[config.mk]
export PLATFORM = sky130hd
export DESIGN_NAME = vid_irq_reg
export DESIGN_NICKNAME = d
export VERILOG_FILES = /design/src/rtl/vid_irq_pkg.sv /design/src/rtl/vid_irq_status.sv /design/src/rtl/vid_irq_enable.sv /design/src/rtl/vid_irq_summary.sv /design/src/rtl/vid_irq_reg.sv
export SDC_FILE = /design/constraint.sdc
export NUM_CORES = 1
export LEC_CHECK = 0
export BUFFER_PORTS_ARGS = -buffer_cell sky130_fd_sc_hd__buf_2
export CAP_MARGIN = 20
export CORE_AREA = 3 3 40 42
export DETAILED_ROUTE_END_ITERATION = 12
export DIE_AREA = 0 0 43 45
export GPL_ROUTABILITY_DRIVEN = 0
export PLACE_DENSITY = 0.55
export SYNTH_ARGS = -nofsm -noshare
export SYNTH_HDL_FRONTEND = slang
export SYNTH_SLANG_ARGS = --single-unit
[constraint.sdc]
create_clock -name clk -period 0.85 [get_ports clk]
set_input_delay 0.085 -clock clk [delete_from_list [all_inputs] [get_ports clk]]
set_output_delay 0.085 -clock clk [all_outputs]
set_load 0.005 [all_outputs]
[src/rtl/vid_irq_pkg.sv]
package vid_irq_pkg;
  localparam int REG_W   = 8;
  localparam int SRC_N   = 2;   // index 0: scan line, index 1: one second
  localparam int ST_LSB  = 5;   // status field base
  localparam int EN_LSB  = 1;   // enable field base
  localparam int SUM_BIT = 7;
  localparam int ALIGN   = ST_LSB - EN_LSB;

  typedef logic [SRC_N-1:0] src_vec_t;
  typedef logic [REG_W-1:0] reg_word_t;
endpackage

[src/rtl/vid_irq_status.sv]
module vid_irq_status #(
  parameter int N = 2
) (
  input  logic         clk,
  input  logic         rst_n,
  input  logic [N-1:0] evt,
  input  logic         clr_we,
  input  logic [N-1:0] clr_keep,
  output logic [N-1:0] st
);
  // One sticky bit per source; a set request outranks a clear
  for (genvar g = 0; g < N; g++) begin : g_src
    logic drop;
    assign drop = clr_we & ~clr_keep[g];
    always_ff @(posedge clk) begin
      if (!rst_n)      st[g] <= 1'b0;
      else if (evt[g]) st[g] <= 1'b1;
      else if (drop)   st[g] <= 1'b0;
    end
  end
endmodule

[src/rtl/vid_irq_enable.sv]
module vid_irq_enable #(
  parameter int N = 2
) (
  input  logic         clk,
  input  logic         rst_n,
  input  logic         ctl_we,
  input  logic [N-1:0] ctl_field,
  output logic [N-1:0] en
);
  always_ff @(posedge clk) begin
    if (!rst_n)      en <= '0;
    else if (ctl_we) en <= ctl_field;
  end
endmodule

[src/rtl/vid_irq_summary.sv]
module vid_irq_summary #(
  parameter int W     = 8,
  parameter int SHIFT = 4,
  parameter int LSB   = 1,
  parameter int N     = 2
) (
  input  logic [W-1:0] word,
  output logic         sum
);
  localparam logic [W-1:0] MASK = ((W'(1) << N) - W'(1)) << LSB;
  logic [W-1:0] aligned;
  assign aligned = (word >> SHIFT) & MASK;
  assign sum     = |(aligned & word);
endmodule

[src/rtl/vid_irq_reg.sv]
module vid_irq_reg
  import vid_irq_pkg::*;
(
  input  logic             clk,
  input  logic             rst_n,
  input  logic             line_evt,
  input  logic             sec_evt,
  input  logic             clr_we,
  input  logic [REG_W-1:0] clr_data,
  input  logic             ctl_we,
  input  logic [REG_W-1:0] ctl_data,
  output logic [REG_W-1:0] rd_data,
  output logic             irq
);
  src_vec_t  st, en;
  reg_word_t base_word;
  logic      sum;

  vid_irq_status #(.N(SRC_N)) u_status (
    .clk(clk), .rst_n(rst_n),
    .evt({sec_evt, line_evt}),
    .clr_we(clr_we),
    .clr_keep(clr_data[ST_LSB +: SRC_N]),
    .st(st)
  );

  vid_irq_enable #(.N(SRC_N)) u_enable (
    .clk(clk), .rst_n(rst_n),
    .ctl_we(ctl_we),
    .ctl_field(ctl_data[EN_LSB +: SRC_N]),
    .en(en)
  );

  always_comb begin
    base_word = '0;
    base_word[ST_LSB +: SRC_N] = st;
    base_word[EN_LSB +: SRC_N] = en;
  end

  vid_irq_summary #(.W(REG_W), .SHIFT(ALIGN), .LSB(EN_LSB), .N(SRC_N)) u_sum (
    .word(base_word),
    .sum(sum)
  );

  always_comb begin
    rd_data = base_word;
    rd_data[SUM_BIT] = sum;
  end
  assign irq = sum;
endmodule

* Word-level counts from Yosys, hierarchy flattened
Index checks and enable logic that the tools add are counted.
** Word-level totals
- Word-level logic and storage cells :: 15
- Flip-flop bits (word level) :: 4
** Cells by class
- Reduce and logical (&&, ||, !) cells :: 3
- Mux-type cells :: 4
- Bitwise logic cells :: 5
** Operator list (count)
- OR reduction 8 bit :: 1
- AND 3 x 7 -> 7 bit :: 1
- two-way mux 1 bit :: 4
- nonzero test 2 bit :: 2
- AND 1 bit :: 2
- NOT 1 bit :: 2

* Depth between registers and ports, before layout
Gate-level depths: netlist of run 1.
- Depth after elaboration :: 4
- Mapped depth :: 2
- Gate-level depth less buffers :: 2

* Cells and area by module
From an unflattened synthesis of run 1, not the netlist that was laid out.
** Second synthesis, totals
- Cells, all modules :: 20
- Area total of the unflattened synthesis :: 197.7 sq um
** Modules (own cells, without submodules)
- vid_irq_status :: cells an instance 8, area an instance 82.6 sq um, times used 1, seq. area each 40.0 sq um
- vid_irq_enable :: cells an instance 6, area an instance 72.6 sq um, times used 1, seq. area each 40.0 sq um
- vid_irq_reg :: cells an instance 5, area an instance 33.8 sq um, times used 1, seq. area each 0.0 sq um
- vid_irq_summary :: cells an instance 1, area an instance 8.8 sq um, times used 1, seq. area each 0.0 sq um

* Least setup slack after synthesis of run 1
OpenSTA, ideal clock, no wires.
- Path type :: reg2out
- Start :: register u_status.st[0]
- End :: output port rd_data[7]
- Arrival time :: 0.688 ns
- Setup slack :: 0.077 ns
- Stages on the path, launching flop included :: 3
- Path through :: dfxtp_1 a22o_1 buf_4
** Between the ends
- Cells in the longest elaborated chain, start to end :: 2
** Ends and longest elaborated chain
- from (decl) :: line vid_irq_status.sv:9 : output logic [N-1:0] st
- from (signal, indexed assignment) :: line vid_irq_status.sv:16 : if (!rst_n) st[g] <= 1'b0;
- from (signal, indexed assignment) :: line vid_irq_status.sv:17 : else if (evt[g]) st[g] <= 1'b1;
- from (signal, indexed assignment) :: line vid_irq_status.sv:18 : else if (drop) st[g] <= 1'b0;
- AND 3 x 7 -> 7 bit :: line vid_irq_summary.sv:13 : assign sum = |(aligned & word);
- OR reduction 8 bit :: line vid_irq_summary.sv:13
- to (decl) :: line vid_irq_reg.sv:12 : output logic [REG_W-1:0] rd_data,
No other way between the ends.

* Worst setup path in the final report of run 1
- Start :: register u_enable.en[0]
- End :: output port rd_data[7]
** Between the ends
- Cells in the longest elaborated chain, start to end :: 2
** Ends and longest elaborated chain
- from (decl) :: line vid_irq_enable.sv:8 : output logic [N-1:0] en
- from (signal assigned) :: line vid_irq_enable.sv:12 : else if (ctl_we) en <= ctl_field;
- AND 3 x 7 -> 7 bit :: line vid_irq_summary.sv:13
- OR reduction 8 bit :: line vid_irq_summary.sv:13
No other way between the ends.

==> reports/metrics.cfg, run 1 <==
[status]
status=finished, violations left
violations=negative setup slack

[synthesis]
ys_warn_count=0
synth_area_leaders=dfxtp_1, buf_4, mux2i_1, nor3b_1, nor2b_1
async_flop_share_pct=0
synth_top_area_share_pct=42.7
yosysTopAreaCell=dfxtp_1
ys.flop_type=dfxtp_1
syn_area_um2=188
synth_seq_area_share_pct=42.7
ys_ff_latch=4
synthCells=20
synth_commonest_cells=buf_4, dfxtp_1
synth.avg_cell_area_um2=9.38
synth_edf_count=0
ys_types=9

[drt]
viasPerCell=3.57
via_count=182
route.detailed.drc=0
postRouteAntennaNets=0
dr.pass1.iters=1
dr.first_iter.drc_count=0
routed_wl_um=420
wire_per_inst_um=8.24

[setup_path]
crit_chain=a22o_1 -> buf_2
cp.arrival_ps=890
worst-path-buf-inv=1
path_max_fanout=3
end_kind=output pin
path_delay_family=flip-flops
crit_type=reg2out
critPathSlowestCell=dfxtp_2
cpPeakStageDelay_ps=310
start_kind=flop
required_ps=760

[die]
core.rowCount=13
die_w_um=43
die_h_um=45
core-area_um2=1280
fp.dieArea_um2=1940
ios=31
start_util_pct=14.6

[sta]
period_share_pct=115
whs_ps=76.8
fmax_ghz=1.03
rsz0062_at_grt=true
hold_viol=0
period_minus_slack_ps=974
setup_ws_ps=-124
setup_violations=2
slew_violations=0
clock_skew_ps=0

[layout]
post-route-util_pct=22.2
drive_gt1_share_pct=58.3
syn2layout_area_growth_pct=52.0
final_nets=60
antenna_cells=0

[cts]
cts_tree=yes
cts_hold_buf=0
tritoncts.num_buffers=3
htreeDepth=1
post-cts-setup-buffers=0
cts.clk_slew.worst_paths_ps=40
clk_path_buf_depth=2
cts_root_buf=clkbuf_4
clock_latency_ps=230
numClockSinks=4

[global_routing]
grt_pass1_wl_um=662
grt_max_degree=5
grt_pass1_vias=154
overflow=0
grt_antenna_before_repair=0
grt_use_total_pct=5.41

[run]
drv_cap=0

[placed_design]
numPortBuffers=15
place_ws_ps=109

[power_and_ir_drop]
power_leakage_nw=0.152
p_per_area_nw_per_um2=1790
vdd_drop_max_uv=434
power_mw=0.511

[worst_hold_path]
hold_class=in2reg

cell type report:
class	instances	area, um2
clock buffers	3	22.5
multi-input cells	14	85.1
fillers	149	1000
repair buffers	15	75.1
well taps	15	18.8
flip-flops and latches	4	83.8
worst reg2reg max path: stages (launching register included):
cell,delay [ps]
dfxtp_2,320
o21ai_0,150
nor2_1,50
cells in the final DEF, fill, tap and decap left out:
| cell | count |
|---|---|
| a22o_1 | 1 |
| conb_1 | 3 |
| buf_2 | 15 |
| dfxtp_1 | 1 |
| clkbuf_4 | 3 |
| nor2b_1 | 2 |
| nor2_1 | 2 |
| nor3b_1 | 2 |
| o21ai_0 | 2 |
| dfxtp_2 | 3 |
| mux2i_1 | 2 |
worst paths after layout:
check                           slack (ps)  depth (start not counted)              to            from
worst max register to register         210                          2  u_status.st[1]  u_status.st[1]
worst min-delay path                    80                          3  u_status.st[1]     clr_data[6]
worst min register to register         510                          2  u_status.st[0]  u_status.st[0]
worst max-delay path                  -120                          2      rd_data[7]  u_enable.en[0]
per-stage QoR:
| stage | cells | TNS, ps | area [um2] |
|---|---|---|---|
| after global routing | 51 | -328 | 285 |
| after detailed placement | 48 | 0 | 259 |
| after floorplan | 22 | 0 | 195 |
| final | 51 | -248 | 285 |
| after CTS | 51 | -286 | 284 |
| after global placement | 48 | 0 | 259 |
logic make-up (layout without fill, tap and decap cells):
logic type / after synthesis / in the layout / synth area share (%)
buffers and inverters: 4 / 18 / 16.0
AO/OA/AOI/OAI: 3 / 3 / 10.0
AND/OR/NAND/NOR: 6 / 6 / 18.7
other: 1 / 3 / 2.00
multiplexers: 2 / 2 / 10.7
flip-flops: 4 / 4 / 42.7
metal layers:
| metal | track usage (%) | share of wire [%] | vias up |
|---|---|---|---|
| met1 | 5.54 | 47 | 74 |
| met5 | 0 | 0 | - |
| met2 | 6.29 | 36 | 14 |
| met4 | 5.42 | 0 | 0 |
| li1 | - | - | 94 |
| met3 | 4.78 | 17 | 0 |
report_power, final:
group          switching (mW)  total [mW]  internal (mW)
Combinational          0.0283      0.0680         0.0396
Sequential            0.00908       0.213          0.204
Clock                  0.0725       0.230          0.158
Total                   0.110       0.511          0.401
state kept, by name (all words and copies together), names as in the netlist:
| register | flops |
|---|---|
| u_status.st | 2 |
| u_enable.en | 2 |
what timing repair did:
item / in CTS / in global routing
pin swaps: 1 / 0
endpoints found under the hold margin: 0 / 0
resized for setup: 2 / 1
setup endpoints to repair: 2 / 3
No activity file was read; power rests on OpenSTA's default activity.
==> run 2, diff against run 1 <==
--- a/config.mk
+++ b/config.mk
@@ -12,6 +12,7 @@
 export DIE_AREA = 0 0 43 45
 export GPL_ROUTABILITY_DRIVEN = 0
 export PLACE_DENSITY = 0.55
+export REMOVE_ABC_BUFFERS = 1
 export SYNTH_ARGS = -nofsm -noshare
 export SYNTH_HDL_FRONTEND = slang
 export SYNTH_SLANG_ARGS = --single-unit
==> run 2 against run 1 <==
Register-to-register slack worse by 190 ps. Critical path depth stayed put. First-iteration DRC count is 1 higher. Global-route usage is 0.50 points higher. Sequential share of layout area is 2.4 points lower. Largest cell class is now buffers. Highest routed layer unchanged. Wire length is 6.0% higher. Sequential cell count stayed put. The run still ends with negative setup slack left. Non-clock buffer count is 2 higher. Count of clock-buffer cells in the layout stayed put. Worst hold slack better by 5.2 ps. Total power is 3.2% higher.
==> reports/metrics.cfg, run 2 (same netlist as run 1, synthesis figures left out) <==
[status]
status=finished, violations left
violations=negative setup slack

[placed_design]
place_ws_ps=99.6  ; -9.16 ps
dpl_cell_area_um2=259  ; unchanged
numPortBuffers=15  ; unchanged

[setup_path]
start_kind=flop
r2r-start=u_enable.en[0]
path_max_fanout=2  ; -1
crit_type=reg2out
cp.arrival_ps=890  ; about the same
worstSetupStartpoint=u_enable.en[0]
required_ps=760  ; about the same
end_kind=output pin

[layout]
post-route-util_pct=24.1  ; +1.9 points
fin_area_um2=310  ; +8.8%
final_cell_mix=buf_2, conb_1, clkbuf_4, dfxtp_2
multiInputGateArea_um2=85.1  ; unchanged
syn2layout_area_growth_pct=65.3
reg.largest.list=u_enable.en (2), u_status.st (2)
final_nets=62  ; +3.3%
nFillCells=140  ; -6.0%
seqCellArea_um2=83.8  ; unchanged
antenna_cells=0  ; unchanged
final_common_cell=buf_2
drive_gt1_share_pct=60.5  ; +2.2 points

[sta]
hold_viol=0  ; unchanged
period_share_pct=114  ; -0.16 points
period_minus_slack_ps=973  ; -1.35 ps
rsz0062_at_grt=true
fmax_ghz=1.03  ; +0.14%
setup_ws_ps=-123  ; +1.35 ps
whs_ps=82.0  ; +5.21 ps
setup_violations=3  ; +1
clock_skew_ps=0  ; unchanged
slew_violations=0  ; unchanged

[worst_hold_path]
min_from=clr_data[6]
hold_class=in2reg

[drt]
route.detailed.drc=0  ; unchanged
routed_wl_um=445  ; +6.0%
wire_per_inst_um=8.40  ; +2.0%
dr.first_iter.drc_count=1  ; +1
dr.pass1.iters=2  ; +1
postRouteAntennaNets=0  ; unchanged
via_count=184  ; +1.1%
viasPerCell=3.47  ; -2.7%

[cts]
htreeDepth=1  ; unchanged
cts.clk_slew.worst_paths_ps=40  ; about the same
numClockSinks=4  ; unchanged
cts_root_buf=clkbuf_4
clock_latency_ps=230  ; about the same
cts_tree=yes
clk_path_buf_depth=2  ; unchanged
tritoncts.num_buffers=3  ; unchanged

[global_routing]
overflow=0  ; unchanged
grt_pass1_wl_um=738  ; +11%
grt_max_degree=5  ; unchanged
grt_antenna_before_repair=0  ; unchanged
grt_pass1_vias=185  ; +20%
grt_use_total_pct=5.91  ; +0.50 points

[die]
core.rowCount=13  ; unchanged
ios=31  ; unchanged
fp.dieArea_um2=1940  ; unchanged
core-area_um2=1280  ; unchanged
die_h_um=45  ; unchanged
start_util_pct=14.6  ; unchanged
die_w_um=43  ; unchanged

[power_and_ir_drop]
power_mw=0.528  ; +3.2%
vdd_drop_max_uv=715  ; +65%
power_leakage_nw=0.164  ; +8.2%
p_per_area_nw_per_um2=1700  ; -5.1%

[run]
drv_cap=0  ; unchanged

[run 2: cell types whose count changed in the layout (fill, tap and decap cells not counted), sizes merged]
cell  before  now
buf       15   17
[run 2: per-layer routing]
layer  vias up  track usage [%]  wire length, um
met5         -                0                0
met2        22             7.19              135
met1        66             5.78              195
met3         0             6.77              114
li1         96                -                -
met4         0             3.61                0
[run 2: cell type report]
class                           instances  share of cell area [%]
Clock buffer                            3                    7.26
Multi-Input combinational cell         14                    27.4
Sequential cell                         4                    27.0
Tap cell                               15                    6.05
Timing Repair Buffer                   17                    32.3
[run 2: where the power goes]
part	internal (mW)	leakage (nW)	switching (mW)
Sequential	0.204	0.0340	0.00901
Combinational	0.0506	0.116	0.0313
Clock	0.158	0.0138	0.0749
Total	0.412	0.164	0.115
[run 2: path summary, 6_finish.rpt]
kind,slack [ps],end,cells after the start
worst max-delay path,-120,rd_data[7],2
worst max register to register,20,u_enable.en[0],4
worst min register to register,520,u_status.st[0],2
worst min-delay path,80,u_status.st[1],3
[run 2: worst max-delay path, stage by stage (launching register included)]
cell     delay, ps
dfxtp_2        310
a22o_1         220
buf_2          120
[run 2: timing repair]
action | in CTS | in global routing
buffers inserted | 1 | 1
hold buffers | 0 | 0
pin swaps | 1 | 0
gates resized for setup | 4 | 1
endpoints found under the setup margin | 2 | 3
[run 2: stage by stage]
stage | setup TNS [ps] | cells
floorplan | 0 | 18
global placement | 0 | 48
detailed placement | 0 | 48
CTS | -280 | 52
global route | -474 | 53
finish | -352 | 53
